`src/rtl/burst_addr_pkg.sv`:
```
package burst_addr_pkg;
  typedef enum logic [1:0] {
    OP_KEEP  = 2'd0,
    OP_STEP  = 2'd1,
    OP_LOAD  = 2'd2,
    OP_CLEAR = 2'd3
  } addr_op_e;

  // Step with natural wrap at the register width.
  function automatic logic [31:0] step_addr(input logic [31:0] cur, input int unsigned width);
    logic [31:0] mask;
    mask = (width >= 32) ? 32'hFFFF_FFFF : ((32'd1 << width) - 32'd1);
    return (cur + 32'd1) & mask;
  endfunction
endpackage

```
`src/rtl/burst_ctl_decode.sv`:
```
module burst_ctl_decode
  import burst_addr_pkg::*;
(
  input  logic     load_n,
  input  logic     count_n,
  input  logic     clear_n,
  output addr_op_e op
);
  // Priority: clear, then load, then step, else keep.
  always_comb begin
    if (!clear_n)      op = OP_CLEAR;
    else if (!load_n)  op = OP_LOAD;
    else if (!count_n) op = OP_STEP;
    else               op = OP_KEEP;
  end
endmodule

```
`src/rtl/burst_addr_sel.sv`:
```
module burst_addr_sel
  import burst_addr_pkg::*;
#(
  parameter int unsigned ADDR_W = 15
) (
  input  addr_op_e          op,
  input  logic [ADDR_W-1:0] ext_addr,
  input  logic [ADDR_W-1:0] cur_addr,
  output logic [ADDR_W-1:0] sel_addr
);
  logic [31:0] cur_wide;
  logic [31:0] step_wide;

  assign cur_wide  = 32'(cur_addr);
  assign step_wide = step_addr(cur_wide, ADDR_W);

  always_comb begin
    unique case (op)
      OP_CLEAR: sel_addr = '0;
      OP_LOAD:  sel_addr = ext_addr;
      OP_STEP:  sel_addr = step_wide[ADDR_W-1:0];
      default:  sel_addr = cur_addr;
    endcase
  end
endmodule

```
`src/rtl/burst_addr_reg.sv`:
```
module burst_addr_reg #(
  parameter int unsigned ADDR_W = 15
) (
  input  logic              clk,
  input  logic              rst_n,
  input  logic [ADDR_W-1:0] d,
  output logic [ADDR_W-1:0] q
);
  always_ff @(posedge clk) begin
    if (!rst_n) q <= '0;
    else        q <= d;
  end

  assert_reset_zero_R1: assert property (@(posedge clk) !rst_n |=> q == '0)
    else $error("R1: counter not zero after reset");
endmodule

```
`src/rtl/burst_addr_ctr.sv`:
```
module burst_addr_ctr
  import burst_addr_pkg::*;
#(
  parameter int unsigned ADDR_W = 15
) (
  input  logic              clk,
  input  logic              rst_n,
  input  logic [ADDR_W-1:0] ext_addr,
  input  logic              load_n,
  input  logic              count_n,
  input  logic              clear_n,
  output logic [ADDR_W-1:0] access_addr,
  output logic [ADDR_W-1:0] held_addr
);
  localparam logic [ADDR_W-1:0] ALL_ONES = {ADDR_W{1'b1}};

  addr_op_e          op_w;
  logic [ADDR_W-1:0] sel_w;
  logic [ADDR_W-1:0] held_w;

  burst_ctl_decode u_dec (
    .load_n (load_n),
    .count_n(count_n),
    .clear_n(clear_n),
    .op     (op_w)
  );

  burst_addr_sel #(.ADDR_W(ADDR_W)) u_sel (
    .op      (op_w),
    .ext_addr(ext_addr),
    .cur_addr(held_w),
    .sel_addr(sel_w)
  );

  burst_addr_reg #(.ADDR_W(ADDR_W)) u_reg (
    .clk  (clk),
    .rst_n(rst_n),
    .d    (sel_w),
    .q    (held_w)
  );

  assign access_addr = sel_w;
  assign held_addr   = held_w;

  assert_clear_now_R2: assert property (@(posedge clk) disable iff (!rst_n)
    !clear_n |-> access_addr == '0) else $error("R2: clear access");
  assert_clear_next_R2: assert property (@(posedge clk) disable iff (!rst_n)
    (rst_n && !clear_n) |=> held_addr == '0) else $error("R2: clear store");
  assert_load_R3: assert property (@(posedge clk) disable iff (!rst_n)
    (clear_n && !load_n) |-> access_addr == ext_addr) else $error("R3: load");
  assert_step_R4: assert property (@(posedge clk) disable iff (!rst_n)
    (clear_n && load_n && !count_n) |-> access_addr == ADDR_W'(held_addr + 1'b1))
    else $error("R4: step");
  assert_keep_R5: assert property (@(posedge clk) disable iff (!rst_n)
    (clear_n && load_n && count_n) |-> access_addr == held_addr) else $error("R5: keep");
  assert_wrap_R6: assert property (@(posedge clk) disable iff (!rst_n)
    (clear_n && load_n && !count_n && held_addr == ALL_ONES) |-> access_addr == '0)
    else $error("R6: wrap");
  assert_track_R7: assert property (@(posedge clk) disable iff (!rst_n)
    rst_n |=> held_addr == $past(access_addr)) else $error("R7: track");
endmodule

```
`config.mk`:
```
export PLATFORM = sky130hd
export DESIGN_NAME = burst_addr_ctr
export DESIGN_NICKNAME = d
export VERILOG_FILES = /design/src/rtl/burst_addr_pkg.sv /design/src/rtl/burst_ctl_decode.sv /design/src/rtl/burst_addr_sel.sv /design/src/rtl/burst_addr_reg.sv /design/src/rtl/burst_addr_ctr.sv
export SDC_FILE = /design/constraint.sdc
export NUM_CORES = 1
export LEC_CHECK = 0
export BUFFER_PORTS_ARGS = -buffer_cell sky130_fd_sc_hd__buf_2
export CAP_MARGIN = 10
export CORE_UTILIZATION = 49
export DETAILED_ROUTE_END_ITERATION = 16
export PLACE_DENSITY = 0.84
export SETUP_SLACK_MARGIN = 0.02
export SYNTH_ARGS = -nofsm -noshare
export SYNTH_HDL_FRONTEND = slang
export SYNTH_HIERARCHICAL = 1
export SYNTH_SLANG_ARGS = --single-unit
export TNS_END_PERCENT = 5
```
`constraint.sdc`:
```
create_clock -name clk -period 4.1 [get_ports clk]
set_clock_uncertainty 0.1 [all_clocks]
set_input_delay 0.205 -clock clk [delete_from_list [all_inputs] [get_ports clk]]
set_output_delay 0.205 -clock clk [all_outputs]
set_load 0.01 [all_outputs]
```
After elaboration in Yosys (flattened, before gate mapping)
Index checks and enable logic that the tools add are counted.
Word-level totals
  bits in writable memories: 0
  bits in read-only memories: 0
  latch bits: 0
  memories kept: 0
  flip-flop bits (word level): 15
  word-level logic and storage cells: 9
  output and inout bits: 30
  bits of input ports: 20
Operators by class
  divide/modulo/power cells: 0
  mux-type cells: 4
  add/subtract/negate cells: 1
  shifts and indexed selects: 0
  bitwise operators: 0
  eq/ne operators: 3
  magnitude comparators: 0
  reduce and logical (&&, ||, !) cells: 0
  multipliers: 0
Operator list (number)
  $pmux W15 S3: 1
  $add A15 B1 Y15 const B: 1
  $eq A2 B2 Y1 const B: 2
  $mux W2: 2
  $eq A2 B1 Y1 const B: 1
  $mux W1: 1

Longest topological paths before layout
  depth after elaboration: 5
  depth in mapped cells: 7
  gate-level depth less buffers: 6

By module
The synthesis kept the hierarchy.
Modules (own cells, without submodules)
  burst_addr_sel: sequential area each 0.0 µm², area each 619.3 µm², cells an instance 91, times used 1
  burst_addr_reg: sequential area each 300.3 µm², area each 419.2 µm², cells an instance 31, times used 1
  burst_ctl_decode: sequential area each 0.0 µm², area each 16.3 µm², cells an instance 3, times used 1

Least setup slack after synthesis
No wires, ideal clock.
  kind: reg2reg
  start point: register u_reg.q[0]
  end point: register u_reg.q[14]
  required time: 3.942 ns
  path slack: 2.207 ns
  cell stages (with the launch flop): 8
  path buffers: 1
  arrival: 1.735 ns
  library setup time: 0.058 ns
  clock period less this slack: 1.893 ns
  cell sequence: dfxtp_1 ha_1 and4_2 buf_2 nand4_1 or3_1 o211ai_1 and2_2
On the way
  longest elaborated chain between the ends: 2
Ends and longest elaborated chain
  from (decl): RTL line burst_addr_reg.sv:7  | output logic [ADDR_W-1:0] q
  from (signal assigned): RTL line burst_addr_reg.sv:10  | if (!rst_n) q <= '0;
  from (signal assigned): RTL line burst_addr_reg.sv:11  | else q <= d;
  $add A15 B1 Y15: RTL line burst_addr_pkg.sv:13  | return (cur + 32'd1) & mask;
  $pmux W15 S3: RTL line burst_addr_sel.sv:18  | unique case (op)
  via access_addr[14]: RTL line burst_addr_ctr.sv:12  | output logic [ADDR_W-1:0] access_addr,
The timed path passes the listed nets, and every way through them passes these cells.
A chain may end at the register's enable or synchronous reset.

Worst setup path after layout
  start point: input port clear_n
  end point: output port access_addr[7]
On the way
  longest elaborated chain between the ends: 3
  elaborated cells between the ends (all ways): 5
  classes of those cells: 3 x eq/ne; 2 x mux
Ends and longest elaborated chain
  from (decl): RTL line burst_addr_ctr.sv:11  | input logic clear_n,
  $mux W2 *: RTL line burst_ctl_decode.sv:11  | if (!clear_n) op = OP_CLEAR;
  via op_w[1]: RTL line burst_addr_ctr.sv:17  | addr_op_e op_w;
  $eq A2 B1 Y1 / $eq A2 B2 Y1 (equally long branches): RTL line burst_addr_sel.sv:18
  $pmux W15 S3 *: RTL line burst_addr_sel.sv:18
  to (decl): RTL line burst_addr_ctr.sv:12
The timed path passes the listed nets; every way through them passes the cells marked *.

==> qor.csv <==
stage,metric,value,unit
status,status,"finished, final reports clean",
hold_path,Hold Path Class,in2reg,
logic_synthesis,Yosys top cell area share,28.5,%
global_route,pin count of the biggest net entering global routing,32,
worst_setup_path,CP Data Arrival Time,2.11,ns
global_route,antenna violations before repair,0,
die,Initial Util,52.7,%
logic_synthesis,Synth area leader,dfxtp_1,
global_route,most used routing layer,met2,
clocking,clk buf depth,2,
die,area of the die,0.00234,mm^2
power,pwr/cell area,246,mW/mm^2
clocking,Clock Sinks,15,
logic_synthesis,post-synthesis cell type count,36,
clocking,CTS tree,yes,
sta,fmax,414,MHz
layout,Register Area,300,um^2
layout,nets,192,
detailed_routing,TritonRoute pass-1 iters,4,
sta,worst hold margin,0.180,ns
logic_synthesis,sequential fraction of the synthesis area,28.5,%
power,Comb pwr share,24.2,%
layout,share of layout cells above drive strength 1,40.0,%
clocking,"Reg clk slew, reported paths",0.09,ns
placement,placed insts,193,
worst_setup_path,slowest CP cell,nand2_1,
worst_setup_path,Max Fanout on Critical Path,31,
detailed_routing,DR WL/cell,12.6,um
clocking,hold buffer count at cts,0,
global_route,vias in the first global route,972,
worst_setup_path,slowest cell delay on critical path,0.62,ns
power,sequential share of power,49.8,%
sta,Worst-Margin Slew,1.12,ns
layout,final std cells w/o fill,197,
global_route,GR Layer Usage met2,37.8,%
power,P_leak,0.650,nW
power,NetSw,0.0955,mW
layout,fillers,196,
logic_synthesis,register bit total from synthesis,15,
global_route,all-layer global routing usage,21.2,%
logic_synthesis,largest cells by area after synthesis,"dfxtp_1 (28%), mux2i_1 (15%), and2_2 (7.8%)",
layout,Antenna Cells,0,
worst_setup_path,critical path class,in2out,
die,die height,48.4,um
clocking,postcts setup bufs,0,
detailed_routing,DR iter-0 viols,29,
clocking,Root Buffer,clkbuf_4,
placement,Placer Congestion,0.842,
sta,post-layout min period,2.41,ns
clocking,CTS Buf Count,3,
die,Die Width,48.4,um
logic_synthesis,"Top FF cell, synth",dfxtp_1,
logic_synthesis,async set-reset flop share out of synthesis,0,%
detailed_routing,vias,1096,
layout,max reg flops,15,
worst_setup_path,"Top cell by count, worst path",buf_2,
detailed_routing,Vias/cell,5.56,
layout,area occupied by multi-input gates,708,um^2
layout,area grow syn2layout,24.9,%
detailed_routing,Routed Antenna Nets,0,
sta,Slew Limit Fails,0,
global_route,wire length of the first global-routing pass,4030,um
layout,biggest regs,u_reg/q: 15 flops,
clocking,htree depth,1,
logic_synthesis,Syn Std Cell Area,0.00105,mm^2
placement,input/output buffers,49,
global_route,met3 Usage GRT,3.77,%
flow_run,Max-Cap Viols,0,
die,Core Rows,16,
sta,final hold violation count,0,
detailed_routing,aggregate routed wire length,2490,um
die,Core Region,0.00200,mm^2
worst_setup_path,Top Family by Delay on Critical Path,simple AND/OR/NAND/NOR gates,
logic_synthesis,mean post-synth cell area,8.44,um^2
worst_setup_path,worst endpoint required time,3.80,ns
layout,Biggest register,u_reg/q,
worst_setup_path,Setup crit end kind,output pin,
clocking,post-CTS sizing,0,
power,clock power share,26.0,%
power,Power Total,0.324,mW
logic_synthesis,Synth Instances,125,
sta,Setup Viol. Count Final,0,
sta,"Period Utilization, post-route",58.9,%
power,switching share of total power,29.5,%
global_route,final global-route overflow total,0,
placement,Final HPWL DP,1810,um
detailed_routing,DRC Markers,0,
power,Internal,0.228,mW
worst_setup_path,crit-path cells,buf_2 > nand2_1 > nand2b_1 > or4_1 > o211ai_1 > buf_2,
die,Ports,50,
sta,final setup TNS,0,ns
power,Max VDD drop,0.000179,V
worst_setup_path,CP Launch Type,input pin,
sta,Max transition margin,25.2,%
logic_synthesis,"EDFF count, synth",0,
logic_synthesis,Post-Syn Nets,146,
sta,RSZ-0062 raised after global routing,false,
worst_setup_path,WP buf/inv,2,
global_route,GR Util met1,25.9,%
clocking,Skew-Pair Late Insertion Delay,0.28,ns
logic_synthesis,yosys warns,6,
## logic make-up after synthesis
| group | after synthesis | synth area share [%] |
|---|---|---|
| compound gates | 25 | 14.2 |
| buf+inv | 9 | 4.39 |
| fa+ha+maj | 1 | 1.19 |
| xor+xnor | 1 | 0.831 |
| flops | 15 | 28.5 |
| mux | 16 | 15.2 |
| simple gates | 58 | 35.7 |
## synthesized netlist by cell type, types with 2 or more instances
library cell / number
mux2i_1: 16
dfxtp_1: 15
and2_2: 11
nand2_1: 10
o22ai_1: 9
a21oi_1: 7
nor2b_1: 7
and2_1: 5
buf_2: 4
o21ai_0: 4
nand4_1: 3
nor3b_1: 3
or3_1: 3
and4_1: 2
clkbuf_1: 2
nand2b_1: 2
nand3_1: 2
o211ai_1: 2
## final timing paths
path              slack, ns  cells past startpoint              startpoint                     end
setup reg to reg       2.24                      5   u_reg/q[5]$_SDFF_PN0_   u_reg/q[9]$_SDFF_PN0_
hold / removal         0.18                      4             ext_addr[0]   u_reg/q[0]$_SDFF_PN0_
setup / recovery       1.69                      6                 clear_n          access_addr[7]
hold reg to reg        0.62                      3  u_reg/q[14]$_SDFF_PN0_  u_reg/q[14]$_SDFF_PN0_
## layout by cell type, fill, tap and decap left out, types with 4 or more instances in the layout
| cell type | count |
|---|---|
| mux2i_1 | 16 |
| nor2b_1 | 7 |
| and2_1 | 5 |
| o21ai_0 | 4 |
| dfxtp_1 | 15 |
| nand2_1 | 10 |
| buf_2 | 49 |
| o22ai_1 | 9 |
| a21oi_1 | 7 |
| and2_2 | 11 |
## worst register-to-register path, cell delays in order, from the launching register on
cell	delay, ns
dfxtp_1	0.48
and4_1	0.37
nor3b_1	0.26
mux2i_1	0.22
o22ai_1	0.11
and2_1	0.22
## cell type report
class | instances | area share [%]
multi-input combinational | 101 | 53.8
sequential | 15 | 22.8
timing repair buffer | 49 | 18.6
tap | 27 | 2.56
clock buffer | 4 | 1.99
inverter | 1 | 0.285
## routing by layer
metal,vias to the layer above,wire length [um]
li1,548,-
met1,506,1140
met2,42,1210
met3,0,138
met4,0,0
met5,-,0
## per-stage QoR
step / utilization (%) / setup WS (ns) / area (um^2)
floorplan: - / 2.21 / 1050
global placement: 64.5 / 1.79 / 1290
detailed placement: 64.5 / 1.69 / 1290
CTS: 65.8 / 1.70 / 1320
global route: 65.8 / 1.53 / 1320
finish: 65.8 / 1.69 / 1320
## power groups by stage
stage	logic, mW	registers (mW)	clock network (mW)
3_3_place_gp	0.0762	0.164	0
5_1_grt	0.0859	0.162	0.0961
4_1_cts	0.0788	0.161	0.0884
3_5_place_dp	0.0785	0.164	0
2_1_floorplan	0.0463	0.166	0
6_report	0.0786	0.161	0.0842
(Power assumes the default switching activity.)
